**src/rtl/bm_dma_pkg.sv**
```systemverilog
package bm_dma_pkg;

    // Per-channel layout inside the window
    localparam int CH_STRIDE_BYTES = 8;
    localparam int DW_PER_CH       = CH_STRIDE_BYTES / 4;

    // Byte lanes within the control dword
    localparam int LANE_CMD  = 0;
    localparam int LANE_STAT = 2;

    // Command bit positions
    localparam int CMD_RUN_BIT = 0;
    localparam int CMD_DIR_BIT = 3;

    // Status bit positions
    localparam int ST_ACT_BIT = 0;
    localparam int ST_ERR_BIT = 1;
    localparam int ST_IRQ_BIT = 2;
    localparam int ST_CFG_LO  = 5;
    localparam int ST_CFG_HI  = 6;

    localparam logic [7:0] FILL_BYTE = 8'hFF;

    typedef enum logic {
        CH_IDLE   = 1'b0,
        CH_ACTIVE = 1'b1
    } ch_state_e;

    // Pointer lane mask: keeps the pointer dword aligned
    function automatic logic [7:0] ptr_lane_mask(input int lane);
        return (lane == 0) ? 8'hFC : 8'hFF;
    endfunction

endpackage

```
**src/rtl/bm_dma_decode.sv**
```systemverilog
module bm_dma_decode #(
    parameter int                ADDR_W    = 16,
    parameter int                NUM_CH    = 2,
    parameter logic [ADDR_W-1:0] BASE_ADDR = 16'h0C00,
    localparam int               DA_W      = ADDR_W - 2,
    localparam int               CH_W      = (NUM_CH > 1) ? $clog2(NUM_CH) : 1
) (
    input  logic [DA_W-1:0] addr,
    output logic            hit,
    output logic [CH_W-1:0] ch_sel,
    output logic            dw_sel
);
    localparam logic [DA_W-1:0] BASE_DW = BASE_ADDR[ADDR_W-1:2];

    logic [DA_W:0]   diff;
    logic [DA_W-1:0] off;
    logic            borrow;

    always_comb begin
        diff   = {1'b0, addr} - {1'b0, BASE_DW};
        borrow = diff[DA_W];
        off    = diff[DA_W-1:0];
        hit    = !borrow && (off[DA_W-1:1+CH_W] == '0);
        ch_sel = off[1 +: CH_W];
        dw_sel = off[0];
    end

endmodule

```
**src/rtl/bm_dma_chan.sv**
```systemverilog
module bm_dma_chan
    import bm_dma_pkg::*;
(
    input  logic        clk,
    input  logic        rst_n,
    input  logic        cmd_we,
    input  logic        stat_we,
    input  logic [3:0]  ptr_be,
    input  logic [31:0] wdata,
    input  logic        xfer_begin,
    input  logic        xfer_end,
    input  logic        hw_err,
    input  logic        hw_irq,
    output logic [7:0]  cmd,
    output logic [7:0]  stat,
    output logic [31:0] ptr,
    output logic        start_pulse
);
    localparam int STAT_LSB = 8 * LANE_STAT;
    localparam int CMD_LSB  = 8 * LANE_CMD;

    ch_state_e   state_q, state_d;
    logic        run_q, dir_q, err_q, irq_q;
    logic [1:0]  cfg_q;
    logic [31:0] ptr_q;
    logic        err_clr, irq_clr;

    // State register
    always_ff @(posedge clk or negedge rst_n) begin
        if (!rst_n) state_q <= CH_IDLE;
        else        state_q <= state_d;
    end

    // Transitions: go, finish
    always_comb begin
        state_d = state_q;
        unique case (state_q)
            CH_IDLE:   if (xfer_begin) state_d = CH_ACTIVE;
            CH_ACTIVE: if (xfer_end)   state_d = CH_IDLE;
        endcase
    end

    assign err_clr = stat_we & wdata[STAT_LSB + ST_ERR_BIT];
    assign irq_clr = stat_we & wdata[STAT_LSB + ST_IRQ_BIT];

    always_ff @(posedge clk or negedge rst_n) begin
        if (!rst_n) begin
            run_q       <= 1'b0;
            dir_q       <= 1'b0;
            cfg_q       <= 2'b00;
            err_q       <= 1'b0;
            irq_q       <= 1'b0;
            start_pulse <= 1'b0;
        end else begin
            if (cmd_we) begin
                run_q <= wdata[CMD_LSB + CMD_RUN_BIT];
                dir_q <= wdata[CMD_LSB + CMD_DIR_BIT];
            end
            start_pulse <= cmd_we & wdata[CMD_LSB + CMD_RUN_BIT];
            if (stat_we)
                cfg_q <= wdata[STAT_LSB + ST_CFG_HI : STAT_LSB + ST_CFG_LO];
            err_q <= hw_err | (err_q & ~err_clr);
            irq_q <= hw_irq | (irq_q & ~irq_clr);
        end
    end

    for (genvar b = 0; b < 4; b++) begin : g_ptr_lane
        always_ff @(posedge clk or negedge rst_n) begin
            if (!rst_n)
                ptr_q[8*b +: 8] <= 8'h00;
            else if (ptr_be[b])
                ptr_q[8*b +: 8] <= wdata[8*b +: 8] & ptr_lane_mask(b);
        end
    end

    // Outputs
    always_comb begin
        cmd                 = 8'h00;
        cmd[CMD_RUN_BIT]    = run_q;
        cmd[CMD_DIR_BIT]    = dir_q;
        stat                = 8'h00;
        stat[ST_ACT_BIT]    = (state_q == CH_ACTIVE);
        stat[ST_ERR_BIT]    = err_q;
        stat[ST_IRQ_BIT]    = irq_q;
        stat[ST_CFG_HI:ST_CFG_LO] = cfg_q;
        ptr                 = ptr_q;
    end

    // Assertions
    a_r3_cmd_kept: assert property (@(posedge clk) disable iff (!rst_n)
        !cmd_we |=> $stable(cmd));
    a_r4_start_follows: assert property (@(posedge clk) disable iff (!rst_n)
        (cmd_we && wdata[CMD_LSB + CMD_RUN_BIT]) |=> start_pulse);
    a_r4_start_single: assert property (@(posedge clk) disable iff (!rst_n)
        (start_pulse && !(cmd_we && wdata[CMD_LSB + CMD_RUN_BIT])) |=> !start_pulse);
    a_r5_cfg_load: assert property (@(posedge clk) disable iff (!rst_n)
        stat_we |=> (stat[ST_CFG_HI:ST_CFG_LO] == $past(wdata[STAT_LSB + ST_CFG_HI : STAT_LSB + ST_CFG_LO])));
    a_r6_err_clear: assert property (@(posedge clk) disable iff (!rst_n)
        (stat_we && wdata[STAT_LSB + ST_ERR_BIT] && !hw_err) |=> !stat[ST_ERR_BIT]);
    a_r6_irq_keep: assert property (@(posedge clk) disable iff (!rst_n)
        (stat[ST_IRQ_BIT] && !(stat_we && wdata[STAT_LSB + ST_IRQ_BIT])) |=> stat[ST_IRQ_BIT]);
    a_r7_err_set: assert property (@(posedge clk) disable iff (!rst_n)
        hw_err |=> stat[ST_ERR_BIT]);
    a_r7_irq_set: assert property (@(posedge clk) disable iff (!rst_n)
        hw_irq |=> stat[ST_IRQ_BIT]);
    a_r8_active_hold: assert property (@(posedge clk) disable iff (!rst_n)
        (!xfer_begin && !xfer_end) |=> $stable(stat[ST_ACT_BIT]));

endmodule

```
**src/rtl/bm_dma_regs.sv**
```systemverilog
module bm_dma_regs
    import bm_dma_pkg::*;
#(
    parameter int                ADDR_W    = 16,
    parameter int                NUM_CH    = 2,
    parameter logic [ADDR_W-1:0] BASE_ADDR = 16'h0C00
) (
    input  logic                clk,
    input  logic                rst_n,
    input  logic [ADDR_W-3:0]   io_addr,
    input  logic [3:0]          io_be,
    input  logic [31:0]         io_wdata,
    input  logic                io_wr,
    input  logic                io_rd,
    output logic [31:0]         io_rdata,
    input  logic [NUM_CH-1:0]   eng_begin,
    input  logic [NUM_CH-1:0]   eng_end,
    input  logic [NUM_CH-1:0]   eng_err,
    input  logic [NUM_CH-1:0]   eng_irq,
    output logic [NUM_CH-1:0]   eng_start,
    output logic [NUM_CH-1:0]   eng_dir
);
    localparam int CH_W = (NUM_CH > 1) ? $clog2(NUM_CH) : 1;

    logic            hit, dw_sel;
    logic [CH_W-1:0] ch_sel;

    logic [7:0]  cmd_a  [NUM_CH];
    logic [7:0]  stat_a [NUM_CH];
    logic [31:0] ptr_a  [NUM_CH];

    bm_dma_decode #(
        .ADDR_W    (ADDR_W),
        .NUM_CH    (NUM_CH),
        .BASE_ADDR (BASE_ADDR)
    ) u_decode (
        .addr   (io_addr),
        .hit    (hit),
        .ch_sel (ch_sel),
        .dw_sel (dw_sel)
    );

    for (genvar c = 0; c < NUM_CH; c++) begin : g_ch
        logic       sel_ctl, sel_ptr;
        logic [3:0] ptr_be;

        assign sel_ctl = io_wr && hit && (ch_sel == CH_W'(c)) && !dw_sel;
        assign sel_ptr = io_wr && hit && (ch_sel == CH_W'(c)) &&  dw_sel;
        assign ptr_be  = {4{sel_ptr}} & io_be;

        bm_dma_chan u_chan (
            .clk         (clk),
            .rst_n       (rst_n),
            .cmd_we      (sel_ctl && io_be[LANE_CMD]),
            .stat_we     (sel_ctl && io_be[LANE_STAT]),
            .ptr_be      (ptr_be),
            .wdata       (io_wdata),
            .xfer_begin  (eng_begin[c]),
            .xfer_end    (eng_end[c]),
            .hw_err      (eng_err[c]),
            .hw_irq      (eng_irq[c]),
            .cmd         (cmd_a[c]),
            .stat        (stat_a[c]),
            .ptr         (ptr_a[c]),
            .start_pulse (eng_start[c])
        );

        assign eng_dir[c] = cmd_a[c][CMD_DIR_BIT];
    end

    always_ff @(posedge clk or negedge rst_n) begin
        if (!rst_n)
            io_rdata <= 32'h0;
        else if (io_rd) begin
            if (!hit)
                io_rdata <= {4{FILL_BYTE}};
            else if (dw_sel)
                io_rdata <= ptr_a[ch_sel];
            else
                io_rdata <= {FILL_BYTE, stat_a[ch_sel], FILL_BYTE, cmd_a[ch_sel]};
        end
    end

    a_r2_outside_ones: assert property (@(posedge clk) disable iff (!rst_n)
        (io_rd && !hit) |=> (io_rdata == 32'hFFFF_FFFF));
    a_r2_rdata_hold: assert property (@(posedge clk) disable iff (!rst_n)
        !io_rd |=> $stable(io_rdata));

endmodule

```
**config.mk**
```make
export PLATFORM = sky130hd
export DESIGN_NAME = bm_dma_regs
export DESIGN_NICKNAME = d
export VERILOG_FILES = /design/src/rtl/bm_dma_pkg.sv /design/src/rtl/bm_dma_decode.sv /design/src/rtl/bm_dma_chan.sv /design/src/rtl/bm_dma_regs.sv
export SDC_FILE = /design/constraint.sdc
export NUM_CORES = 1
export LEC_CHECK = 0
export BUFFER_PORTS_ARGS = -buffer_cell sky130_fd_sc_hd__buf_2
export CAP_MARGIN = 20
export CORE_AREA = 3 3 98 100
export DETAILED_ROUTE_END_ITERATION = 16
export DIE_AREA = 0 0 101 103
export HOLD_SLACK_MARGIN = 0.02
export PLACE_DENSITY_LB_ADDON = 0.12
export REMOVE_ABC_BUFFERS = 1
export SLEW_MARGIN = 40
export SYNTH_ARGS = -nofsm -noshare
export SYNTH_HDL_FRONTEND = slang
export SYNTH_SLANG_ARGS = --single-unit
```
**constraint.sdc**
```tcl
create_clock -name clk -period 1.6 [get_ports clk]
set_input_delay 0.32 -clock clk [delete_from_list [all_inputs] [get_ports clk]]
set_output_delay 0.32 -clock clk [all_outputs]
set_load 0.03 [all_outputs]
```
Yosys cells after proc, flatten, opt, wreduce, memory -nomap -nowiden
Index checks and enable logic that the tools add are counted.

Bits in registers: 108. Bits of input ports: 62. Logic and storage cells: 81.

Add/subtract/negate cells: 1. $lt $le $gt $ge: 1. Mux-type cells: 17. Bitwise logic cells: 24. Reduce and logical (&&, ||, !) cells: 15.

Operators with widths (number): $mux 32 (5); $mux 8 (4); $sub 14x10->15 const B (1); $logic_and 1x1->1 (12); $logic_not 12->1 (1); $and 1x1->1 (10); $and 4x4->4 (2); $mux 7 (1); $not 1->1 (7); $mux 1 (4); $mux 4 (1); $or 1x1->1 (4); $pmux 1 s2 (2); $ge 2x2->1 const B (1); $logic_not 1->1 (2); $not 1->2 (1).

Longest topological paths before layout
Gate-level depths: netlist of run 1.

Depth after elaboration: 11. Depth in mapped cells: 6. Gate-level depth less buffers: 3.

Hierarchy
From an unflattened synthesis of run 1, not the netlist that was laid out.

Cells, all modules: 351. Area total of the unflattened synthesis: 5201.2 µm².

Modules (own cells, without submodules): bm_dma_chan (times used 2, cells an instance 100, area an instance 1657.8 µm², sequential area each 950.9 µm²); bm_dma_regs (times used 1, cells an instance 145, area an instance 1840.5 µm², sequential area each 800.8 µm²); bm_dma_decode (times used 1, cells an instance 6, area an instance 45.0 µm², sequential area each 0.0 µm²).

Least setup slack after synthesis of run 1
Ideal clock, no wire load.

Path type: input to register. From: input io_addr[7]. To: register g_ch[1].u_chan.ptr_q[16]. Setup time: 125 ps. Data arrival time: 2022 ps. Setup slack: -546 ps. Cell stages on the path: 5. Cell sequence: or4_1 buf_2 buf_6 nor4_4 mux2_2.

Word-level cells in the longest chain between the ends: 7.

Ends and longest elaborated chain: from (decl) (RTL line bm_dma_regs.sv:10) `input logic [ADDR_W-3:0] io_addr,`; $sub 14x10->15 (*) (RTL line bm_dma_decode.sv:20) `diff = {1'b0, addr} - {1'b0, BASE_DW};`; $logic_not 12->1 or $logic_not 1->1 (tied branches) (RTL line bm_dma_decode.sv:23) `hit = !borrow && (off[DA_W-1:1+CH_W] == '0);`; $logic_and 1x1->1 (*) (RTL line bm_dma_decode.sv:23); $logic_and 1x1->1 (*) (3 in a row) (RTL line bm_dma_regs.sv:48) `assign sel_ptr = io_wr && hit && (ch_sel == CH_W'(c)) && dw_sel;`; $and 4x4->4 (*) (RTL line bm_dma_regs.sv:49) `assign ptr_be = {4{sel_ptr}} & io_be;`; to (signal, indexed assignment) (RTL line bm_dma_chan.sv:72) `ptr_q[8*b +: 8] <= wdata[8*b +: 8] & ptr_lane_mask(b);`; to (decl) (RTL line bm_dma_chan.sv:25) `logic [31:0] ptr_q;`.

Every way passes the cells marked *; elsewhere a longest branch is shown, timed or not. A chain may end at the register's enable or synchronous reset.

Worst setup path in the final report of run 1
From: input io_addr[7]. To: register g_ch[1].u_chan.ptr_q[20].

Same word-level chain as after synthesis.

==> impl_metrics.json, run 1 <==
{
  "cts_buffers": 9,
  "critical_path.startpoint_type": "input port",
  "crit_path_cell_trace": "buf_6, or4_4, buf_12, nor4_4, buf_4, mux2_4",
  "vias_per_cell": 5.552,
  "hold_violation_total_from_the_final_report": 0,
  "io-pin-count": 98,
  "worstSetupEndpoint": "g_ch[1].u_chan.ptr[20]",
  "reg2reg_depth": 3,
  "cap_violations": 0,
  "synth_seq_area_share": 0.5606,
  "drt.antenna.violating_nets": 0,
  "slew-limit-headroom": 0.7512,
  "core_area_mm2": 0.008763,
  "worst-r2r-setup-slack_ps": 470,
  "grt_antenna_before_repair": 1,
  "cp.buffers_inverters": 3,
  "grt_pass1_vias": 3517,
  "layout-area-overhead-vs-synth_pct": 31.69,
  "postSynthAreaPerCell_um2": 13.32,
  "netlist-cell-type-count": 28,
  "n_antenna_cell": 0,
  "wirelength_um": 11170,
  "grt.overflow.total": 0,
  "report.final.slew_viol_count": 0,
  "drt_pass1_iterations": 4,
  "grt_start_max_net_pins": 45,
  "max_fanout_on_critical_path": 8,
  "final.setup.worst_slack_ps": -82.00,
  "worstHoldPathType": "input port to flip-flop",
  "die_area_mm2": 0.01040,
  "dpl.hpwl_um": 7581,
  "setup_violators_final": 64,
  "min_delay_startpoint": "eng_end[1]",
  "dr_total_vias": 3387,
  "ys_ff_latch": 108,
  "grt_setup_unrepaired": "yes",
  "synth_top_cell_area_share": 0.5606,
  "power.density_mw_per_mm2": 727.7,
  "place.gp.congestion": 0.7505,
  "final.setup.tns_ps": -2214,
  "yosys_warnings": 0,
  "synth.area.top_cells": "sky130_fd_sc_hd__dfrtp_1 56%, sky130_fd_sc_hd__mux2_2 17%, sky130_fd_sc_hd__mux2i_1 3.9%",
  "clockRootBuffer": "sky130_fd_sc_hd__clkbuf_8",
  "ctsLongestPathBuffers": 2,
  "tritoncts_num_sinks": 108,
  "drcViolationCount": 0,
  "worst_setup_path_end_kind": "flip-flop",
  "cpLargestDelayFamily": "simple AND/OR/NAND/NOR gates",
  "static-leakage-power_nw": 3.007,
  "fin_total_pwr_w": 0.004620,
  "final_layout_size_suffix_gt1_frac": 0.5239,
  "final-instance-count-excl-fill": 610,
  "critical_path.slowest_cell": "sky130_fd_sc_hd__or4_4",
  "crit_path_max_incr_delay_ps": 560,
  "placed_instances": 587,
  "port_buffers": 96,
  "final_period_minus_worst_setup_slack_ps": 1682,
  "timing.critical_path.required_ps": 1850,
  "critical_path_class": "input port to flip-flop",
  "timing.rr.end": "io_rdata[17]",
  "post_synth_instance_area_mm2": 0.004821,
  "final_routed_wire_length_divided_by_cell_count_um": 18.31,
  "setup.worst_path.start": "io_addr[7]",
  "yosysTopAreaCell": "sky130_fd_sc_hd__dfrtp_1",
  "finalHoldWorstSlack_ps": 117.4,
  "layout_commonest_cell": "sky130_fd_sc_hd__dfrtp_1",
  "cts-htree-levels": 3,
  "final.period_utilization": 1.051,
  "outcome": "finished, violations left",
  "violations_in_the_final_reports": "negative setup slack",
  "grt_pass1_wl_um": 17390,
  "timing_worst_slew_pin_value_ps": 373.2,
  "floorplan.rows": 34,
  "max_freq_mhz": 594.5,
  "most-common-layout-cells": "108 x sky130_fd_sc_hd__dfrtp_1, 92 x sky130_fd_sc_hd__buf_2, 64 x sky130_fd_sc_hd__mux2_4",
  "cp_data_arrival_time_ps": 1930,
  "clock_latency_ps": 370,
  "crit_cells": 6,
  "fp.dieW_um": 101,
  "die_y_um": 103,
  "clk_pin_slew_ps": 100,
  "start_util": 0.5501,
  "vdd_drop_max_mv": 0.5260,
  "first_iter_violations": 110,
  "cts_tree": "done",
  "final.setup_skew_ps": 9.416,
  "synth_cells": 362,
  "final_core_utilization": 0.7244,
  "reg2reg_start": "g_ch[1].u_chan.ptr[17]",
  "globalRouteTotalUtil": 0.2162,
  "nNetsFinal": 559
}
==> registers in the layout, summed over array words and instances (netlist names) <==
signal and count:
g_ch.u_chan.ptr 60, g_ch.u_chan.dir_q 2, g_ch.u_chan.state_q 2, io_rdata 32, g_ch.u_chan.err_q 2, g_ch.u_chan.start_pulse 2, g_ch.u_chan.irq_q 2, g_ch.u_chan.run_q 2
g_ch.u_chan.cfg_q 4
==> cell usage after synthesis <==
cell type                     n
sky130_fd_sc_hd__inv_1       13
sky130_fd_sc_hd__buf_2        6
sky130_fd_sc_hd__mux2_1       3
sky130_fd_sc_hd__or4bb_1      2
sky130_fd_sc_hd__nor3_2       1
sky130_fd_sc_hd__o21ai_0      1
sky130_fd_sc_hd__nand4_1      4
sky130_fd_sc_hd__nor4_1       4
sky130_fd_sc_hd__nand4bb_1    1
sky130_fd_sc_hd__a31oi_1     18
sky130_fd_sc_hd__clkbuf_1    13
sky130_fd_sc_hd__buf_1        1
sky130_fd_sc_hd__nand3_1      1
sky130_fd_sc_hd__o22a_1       1
sky130_fd_sc_hd__mux4_2       6
sky130_fd_sc_hd__or4_1        2
sky130_fd_sc_hd__nor4_2       3
sky130_fd_sc_hd__buf_4        5
sky130_fd_sc_hd__mux2i_1     19
sky130_fd_sc_hd__nor2_1      35
sky130_fd_sc_hd__nor4_4       8
sky130_fd_sc_hd__nand2_1      9
sky130_fd_sc_hd__buf_6        1
sky130_fd_sc_hd__a21oi_1     17
sky130_fd_sc_hd__dfrtp_1    108
sky130_fd_sc_hd__mux2_2      73
sky130_fd_sc_hd__or3_1        1
sky130_fd_sc_hd__nand4b_1     6
==> through the flow <==
step,area [um^2],worst slack [ps]
CTS,6156,-73.39
global route,6349,-115.1
finish,6349,-82.00
floorplan,4690,-1017
global placement,5757,-535.7
detailed placement,5757,-548.4
==> routing by layer <==
layer,vias to the layer above,wire length [um],track usage
li1,1571,-,-
met1,1716,4808,0.2694
met2,89,5638,0.3782
met3,9,634,0.06157
met4,2,79,0.04601
met5,-,11,0
==> kinds of logic (layout without fill, tap and decap cells) <==
logic type,after synthesis,count (layout),synth area share
AND/OR/NAND/NOR,77,77,0.1132
AO/OA/AOI/OAI,37,37,0.04386
flip-flops,108,108,0.5606
buffers and inverters,39,179,0.03737
multiplexers,101,101,0.2450
==> how the worst min path moves through the flow <==
stage	cells after the start	slack, ps	to
final	2	120	g_ch[1].u_chan.state_q
after global routing	2	110	g_ch[1].u_chan.state_q
after CTS	2	110	g_ch[1].u_chan.state_q
after detailed placement	1	270	g_ch[1].u_chan.state_q
after global placement	1	260	g_ch[1].u_chan.state_q
after floorplan	0	20	g_ch[0].u_chan.cfg_q[0]
==> where the power goes <==
part           internal [W]  switching, W
logic              0.000157      0.000209
registers           0.00273    0.00000459
clock network      0.000585      0.000931
total               0.00348       0.00114
==> cell type report <==
| class | count | area, um^2 |
|---|---|---|
| Tap cell | 108 | 135.1 |
| Inverter | 13 | 48.80 |
| Fill cell | 628 | 2415 |
| Clock buffer | 10 | 127.6 |
| Multi-Input combinational cell | 215 | 2237 |
| Clock inverter | 6 | 47.55 |
| Timing Repair Buffer | 150 | 1050 |
| Sequential cell | 108 | 2703 |
==> timing repair <==
action	CTS	global route
hold buffers	1	0
cloned	1	1
endpoints found under the hold margin	25	0
setup buffers	3	2
endpoints found under the setup margin	69	69
resized for setup	42	40
pin swaps	12	12
(Power assumes the default switching activity.)
==> inputs of run 2 (changes only) <==
CORE_AREA = 2 2 101 103   (was 3 3 98 100)
DIE_AREA = 0 0 103 105   (was 0 0 101 103)
PLACE_DENSITY = 0.88   (was not set)
PLACE_DENSITY_LB_ADDON = not set   (was 0.12)
SYNTH_HIERARCHICAL = 1   (was not set)
==> run 2 against run 1 <==
The run ends with negative hold slack, negative setup slack left; clock skew down 2.3 ps; maximum frequency up 3.3%; global-route usage down 1.7 points; first-iteration DRC count up 35%; highest routed layer is now met4.
==> impl_metrics.json, run 2 <==
{
  "hold_buffers": 0,
  "report.final.slew_viol_count": 0,
  "power.density_mw_per_mm2": 759.1,
  "final_period_minus_worst_setup_slack_ps": 1629,
  "max_fanout_on_critical_path": 8,
  "ctsLongestPathBuffers": 2,
  "globalRouteTotalUtil": 0.1993,
  "place.gp.congestion": 0.7570,
  "floorplan.rows": 36,
  "grt_pass1_wl_um": 16420,
  "layout_commonest_cell": "sky130_fd_sc_hd__dfrtp_1",
  "start_util": 0.5396,
  "cts_buffers": 9,
  "synthTopCellsByCount": "108 x sky130_fd_sc_hd__dfrtp_1, 60 x sky130_fd_sc_hd__mux2_4, 34 x sky130_fd_sc_hd__buf_4",
  "synthFlopType": "sky130_fd_sc_hd__dfrtp_1",
  "fin_total_pwr_w": 0.004569,
  "tritoncts_num_sinks": 108,
  "timing_worst_slew_pin_value_ps": 579.4,
  "io-pin-count": 98,
  "dpl_cell_area_mm2": 0.005811,
  "dr_total_vias": 3063,
  "die_area_mm2": 0.01082,
  "synth_enable_flop_cells": 0,
  "drt.antenna.violating_nets": 0,
  "cts_tree": "done",
  "synth_top_cell_area_share": 0.5196,
  "finalInstanceArea_mm2": 0.006018,
  "nFillCells": 763,
  "wirelength_um": 10010,
  "hold_violation_total_from_the_final_report": 9,
  "static-leakage-power_nw": 2.786,
  "most-common-layout-cells": "108 x sky130_fd_sc_hd__dfrtp_1, 95 x sky130_fd_sc_hd__buf_2, 60 x sky130_fd_sc_hd__mux2_4",
  "synth_seq_area_share": 0.5196,
  "post_synth_instance_area_mm2": 0.005201,
  "grt.overflow.total": 0,
  "clockRootBuffer": "sky130_fd_sc_hd__clkbuf_8",
  "final_routed_wire_length_divided_by_cell_count_um": 17.05,
  "yosysTopAreaCell": "sky130_fd_sc_hd__dfrtp_1",
  "die_y_um": 105,
  "cp_data_arrival_time_ps": 1880,
  "final.period_utilization": 1.018,
  "post-cts-setup-buffers": 0,
  "drcViolationCount": 0,
  "grt_antenna_before_repair": 0,
  "timing.critical_path.required_ps": 1850,
  "synth_cells": 351,
  "drt_pass1_iterations": 4,
  "nNetsFinal": 511,
  "layout-area-overhead-vs-synth_pct": 15.71,
  "worst_setup_path_end_kind": "flip-flop",
  "async_flop_share": 1.000,
  "dpl.hpwl_um": 7196,
  "worstHoldPathType": "input port to asynchronous set/reset pin",
  "synthMostInstantiatedCell": "sky130_fd_sc_hd__dfrtp_1",
  "core_area_mm2": 0.009639,
  "ys_ff_latch": 108,
  "max_freq_mhz": 614.0,
  "cts-htree-levels": 3,
  "netlist-cell-type-count": 26,
  "slew-limit-headroom": 0.6137,
  "clk_pin_slew_ps": 90,
  "vdd_drop_max_mv": 0.4362,
  "port_buffers": 96,
  "synth.area.top_cells": "sky130_fd_sc_hd__dfrtp_1 52%, sky130_fd_sc_hd__mux2_4 17%, sky130_fd_sc_hd__buf_4 4.9%",
  "cap_violations": 0,
  "fp.dieW_um": 103,
  "worst-r2r-setup-slack_ps": 350,
  "clock_latency_ps": 370,
  "outcome": "finished, violations left",
  "grt_start_max_net_pins": 109,
  "critical_path_class": "input port to flip-flop",
  "grt_pass1_vias": 3230,
  "setup_violators_final": 18,
  "n_antenna_cell": 0,
  "final_layout_size_suffix_gt1_frac": 0.4868,
  "final.setup.worst_slack_ps": -28.75,
  "yosys_warnings": 6,
  "final.setup_skew_ps": 7.138,
  "finalHoldWorstSlack_ps": -4.614,
  "largest_reg_flops": 60,
  "critical_path.startpoint_type": "input port",
  "violations_in_the_final_reports": "negative hold slack, negative setup slack",
  "first_iter_violations": 149,
  "postSynthAreaPerCell_um2": 14.82,
  "vias_per_cell": 5.218
}
## run 2: stage by stage
step	setup TNS [ps]	worst slack, ps	hold slack, ps	util	cells
finish	-236.9	-28.75	-4.614	0.6244	587
floorplan	-15450	-283.1	24.41	-	316
detailed placement	-30280	-451.9	445.7	0.6028	571
global placement	-27110	-418.6	428.1	0.6028	571
CTS	0	1.224	31.70	0.6216	587
global route	-3124	-77.16	31.94	0.6244	587
## run 2: worst paths after layout
path	depth (start not counted)	from	endpoint
hold reg to reg	1	g_ch[0].u_chan/state_q	g_ch[0].u_chan/state_q
setup reg to reg	2	g_ch[1].u_chan/state_q	io_rdata[16]
setup / recovery	7	io_addr[2]	g_ch[0].u_chan/ptr[17]
max in group asynchronous	2	rst_n	io_rdata[14]
min in group clk	2	eng_end[0]	g_ch[0].u_chan/state_q
hold / removal	2	rst_n	g_ch[1].u_chan/ptr[4]
## run 2: final cells by class
type | instances | area, um^2 | area share
inverter | 2 | 7.507 | 0.001247
sequential | 108 | 2703 | 0.4491
clock buffer | 13 | 158.9 | 0.02640
multi-input combinational | 206 | 2158 | 0.3586
clock inverter | 3 | 21.27 | 0.003534
tap | 133 | 166.4 | 0.02765
timing repair buffer | 122 | 803.3 | 0.1335
## run 2: cell families after synthesis
| kind of cell | share of synthesized area |
|---|---|
| DFF | 0.5196 |
| muxes | 0.3002 |
| buffers and inverters | 0.08516 |
| and+or+nand+nor | 0.04547 |
| AOI/OAI and AO/OA | 0.04811 |
| other | 0.001444 |
## run 2: power by group
part	switching [W]	internal, W	total [W]
clock network	0.000877	0.000654	0.00153
registers	0.00000462	0.00273	0.00274
logic	0.000166	0.000134	0.000300
## run 2: repair_timing
item	in CTS	in global routing
gates resized for setup	1	9
gates cloned	0	0
setup endpoints to repair	60	65
pin swaps	2	1
## run 2: routing by layer
metal | up-vias | wire length (um) | GRT usage
li1 | 1388 | - | -
met1 | 1590 | 4337 | 0.2680
met2 | 73 | 5098 | 0.3228
met3 | 12 | 424 | 0.03813
met4 | 0 | 151 | 0.06767
met5 | - | 0 | 0
## run 2: worst max-delay path: stages
cell and delay (ps):
sky130_fd_sc_hd__buf_2 100, sky130_fd_sc_hd__nor4_1 290, sky130_fd_sc_hd__and3_2 290, sky130_fd_sc_hd__and4b_2 290
sky130_fd_sc_hd__and2_4 170, sky130_fd_sc_hd__buf_12 130, sky130_fd_sc_hd__mux2_4 300
==> inputs of run 3 (changes only) <==
CORE_AREA = 2 2 115 117   (was 2 2 101 103)
DIE_AREA = 0 0 117 119   (was 0 0 103 105)
PLACE_DENSITY = 0.69   (was 0.88)
SYNTH_HIERARCHICAL = not set   (was 1)
==> run 3 against run 2 <==
The run still ends with negative hold slack, negative setup slack left; non-clock buffer count is 21 higher; count of clock-buffer cells in the layout is 2 lower; register-to-register slack better by 90 ps; critical path type unchanged.
==> impl_metrics.json, run 3 (synthesis gave the netlist of run 1 again) <==
{
  "outcome": "finished, violations left",
  "violations_in_the_final_reports": "negative hold slack, negative setup slack",
  "port_buffers": 96,
  "reg2reg_start": "g_ch[1].u_chan.ptr[22]",
  "final.setup.worst_slack_ps": -115.3,
  "final.period_utilization": 1.072,
  "grt_setup_unrepaired": "yes",
  "fin_total_pwr_w": 0.005553,
  "layout-area-overhead-vs-synth_pct": 36.15,
  "max_fanout_on_critical_path": 11,
  "grt.overflow.total": 0,
  "pre_cts_ws_ps": -533.5,
  "die_area_mm2": 0.01392,
  "grt_pass1_vias": 3570,
  "grt_antenna_before_repair": 1,
  "place.gp.congestion": 0.7650,
  "start_util": 0.3744,
  "cts_buffers": 9,
  "critical_path.startpoint_type": "input port",
  "grt_pass1_wl_um": 18810,
  "largest_reg_flops": 60,
  "slew-limit-headroom": 0.5783,
  "finalHoldWorstSlack_ps": -14.01,
  "most-common-layout-cells": "108 x sky130_fd_sc_hd__dfrtp_1, 93 x sky130_fd_sc_hd__buf_2, 65 x sky130_fd_sc_hd__mux2_4",
  "nNetsFinal": 552,
  "nFillCells": 1119,
  "setup_violators_final": 87,
  "finalInstanceArea_mm2": 0.006564,
  "final_routed_wire_length_divided_by_cell_count_um": 17.47,
  "timing.critical_path.required_ps": 1840,
  "vias_per_cell": 5.052,
  "setup.worst_path.start": "io_addr[7]",
  "io-pin-count": 98,
  "clockRootBuffer": "sky130_fd_sc_hd__clkbuf_16",
  "layout_commonest_cell": "sky130_fd_sc_hd__dfrtp_1",
  "cap_violations": 0,
  "vdd_drop_max_mv": 0.6375,
  "drcViolationCount": 0,
  "wirelength_um": 11740,
  "floorplan.rows": 42,
  "fp.dieW_um": 117,
  "power.density_mw_per_mm2": 846.0,
  "clk_pin_slew_ps": 70,
  "worst_setup_path_end_kind": "flip-flop",
  "die_y_um": 119,
  "dpl.hpwl_um": 7791,
  "final_layout_size_suffix_gt1_frac": 0.5273,
  "max_freq_mhz": 583.0,
  "dr_total_vias": 3395,
  "drt_pass1_iterations": 4,
  "dpl_cell_area_mm2": 0.005772,
  "cp_data_arrival_time_ps": 1960,
  "final_period_minus_worst_setup_slack_ps": 1715,
  "worstHoldPathType": "input port to asynchronous set/reset pin",
  "clock_latency_ps": 350,
  "tritoncts_num_sinks": 108,
  "hold_violation_total_from_the_final_report": 8,
  "static-leakage-power_nw": 3.050,
  "critical_path_class": "input port to flip-flop",
  "ctsLongestPathBuffers": 2,
  "first_iter_violations": 189,
  "core_area_mm2": 0.01287,
  "report.final.slew_viol_count": 0,
  "timing_worst_slew_pin_value_ps": 632.5,
  "cts-htree-levels": 3,
  "grt_start_max_net_pins": 109,
  "drt.antenna.violating_nets": 0,
  "globalRouteTotalUtil": 0.1771,
  "final.setup_skew_ps": 5.306,
  "cts_tree": "done"
}
-- run 3: cell types whose count changed in the layout (fill, tap and decap cells not counted), moves of 5 or more --
| cell | change |
|---|---|
| sky130_fd_sc_hd__a31oi_1 | +17 |
| sky130_fd_sc_hd__mux4_1 | -8 |
| sky130_fd_sc_hd__buf_6 | +11 |
| sky130_fd_sc_hd__nor4_4 | +13 |
| sky130_fd_sc_hd__buf_4 | +14 |
| sky130_fd_sc_hd__conb_1 | -22 |
| sky130_fd_sc_hd__inv_1 | +11 |
| sky130_fd_sc_hd__clkbuf_8 | -9 |
| sky130_fd_sc_hd__clkbuf_16 | +9 |
| sky130_fd_sc_hd__mux2_4 | +5 |
| sky130_fd_sc_hd__and2_1 | -6 |
| sky130_fd_sc_hd__o22a_1 | -15 |
| sky130_fd_sc_hd__nor2_1 | +15 |
| sky130_fd_sc_hd__nand4b_1 | +6 |
-- run 3: repair_timing --
action                                  4_1_cts  5_1_grt
hold buffers                                  0        0
buffers inserted                              5        0
gates resized for setup                      75       19
endpoints found under the setup margin       86       88
hold endpoints to repair                      0        0
gates cloned                                  1        0
pin swaps                                     6        2
-- run 3: critical path, cell delays in order --
cell                     delay (ps)
sky130_fd_sc_hd__buf_6           90
sky130_fd_sc_hd__or4_4          560
sky130_fd_sc_hd__buf_12         180
sky130_fd_sc_hd__nor4_4         260
sky130_fd_sc_hd__buf_6          200
sky130_fd_sc_hd__mux2_2         340
-- run 3: worst paths after layout --
path / end / slack (ps) / cells after the start
setup / recovery: g_ch[0].u_chan.ptr[18] / -120 / 6
hold / removal: io_rdata[17] / -10 / 2
setup reg to reg: io_rdata[22] / 440 / 3
hold reg to reg: g_ch[1].u_chan.state_q / 480 / 1
max in group asynchronous: io_rdata[27] / 1080 / 2
min in group clk: g_ch[1].u_chan.state_q / 140 / 2
-- run 3: area by class of cell --
type / count / area [um^2] / area share
multi-input cells: 215 / 2270 / 0.3458
repair buffers: 143 / 984.7 / 0.1500
diodes: 1 / 2.502 / 0.0003812
well taps: 176 / 220.2 / 0.03355
clock inverters: 5 / 82.58 / 0.01258
clock buffers: 11 / 252.7 / 0.03851
flip-flops and latches: 108 / 2703 / 0.4117
inverters: 13 / 48.80 / 0.007434
-- run 3: report_power, final --
part | internal (W) | switching (W) | leakage (nW) | total, W
clock | 0.00146 | 0.000994 | 0.166 | 0.00246
sequential | 0.00273 | 0.00000463 | 1.32 | 0.00274
combinational | 0.000143 | 0.000215 | 1.57 | 0.000357
-- run 3: metrics by stage --
step	hold WS (ps)	utilization	cells	setup TNS [ps]
after floorplan	24.41	-	336	-89010
after global placement	430.3	0.4483	649	-46070
after detailed placement	446.5	0.4483	649	-46830
after CTS	59.07	0.5020	671	-4469
after global routing	100.7	0.5096	671	-8138
final	-14.01	0.5098	672	-5627
-- run 3: layer usage --
layer,part of all wire,global-route usage,up-vias
li1,-,-,1561
met1,0.44,0.2274,1729
met2,0.49,0.2868,83
met3,0.049,0.05038,20
met4,0.020,0.05882,2
met5,0.00060,0,-
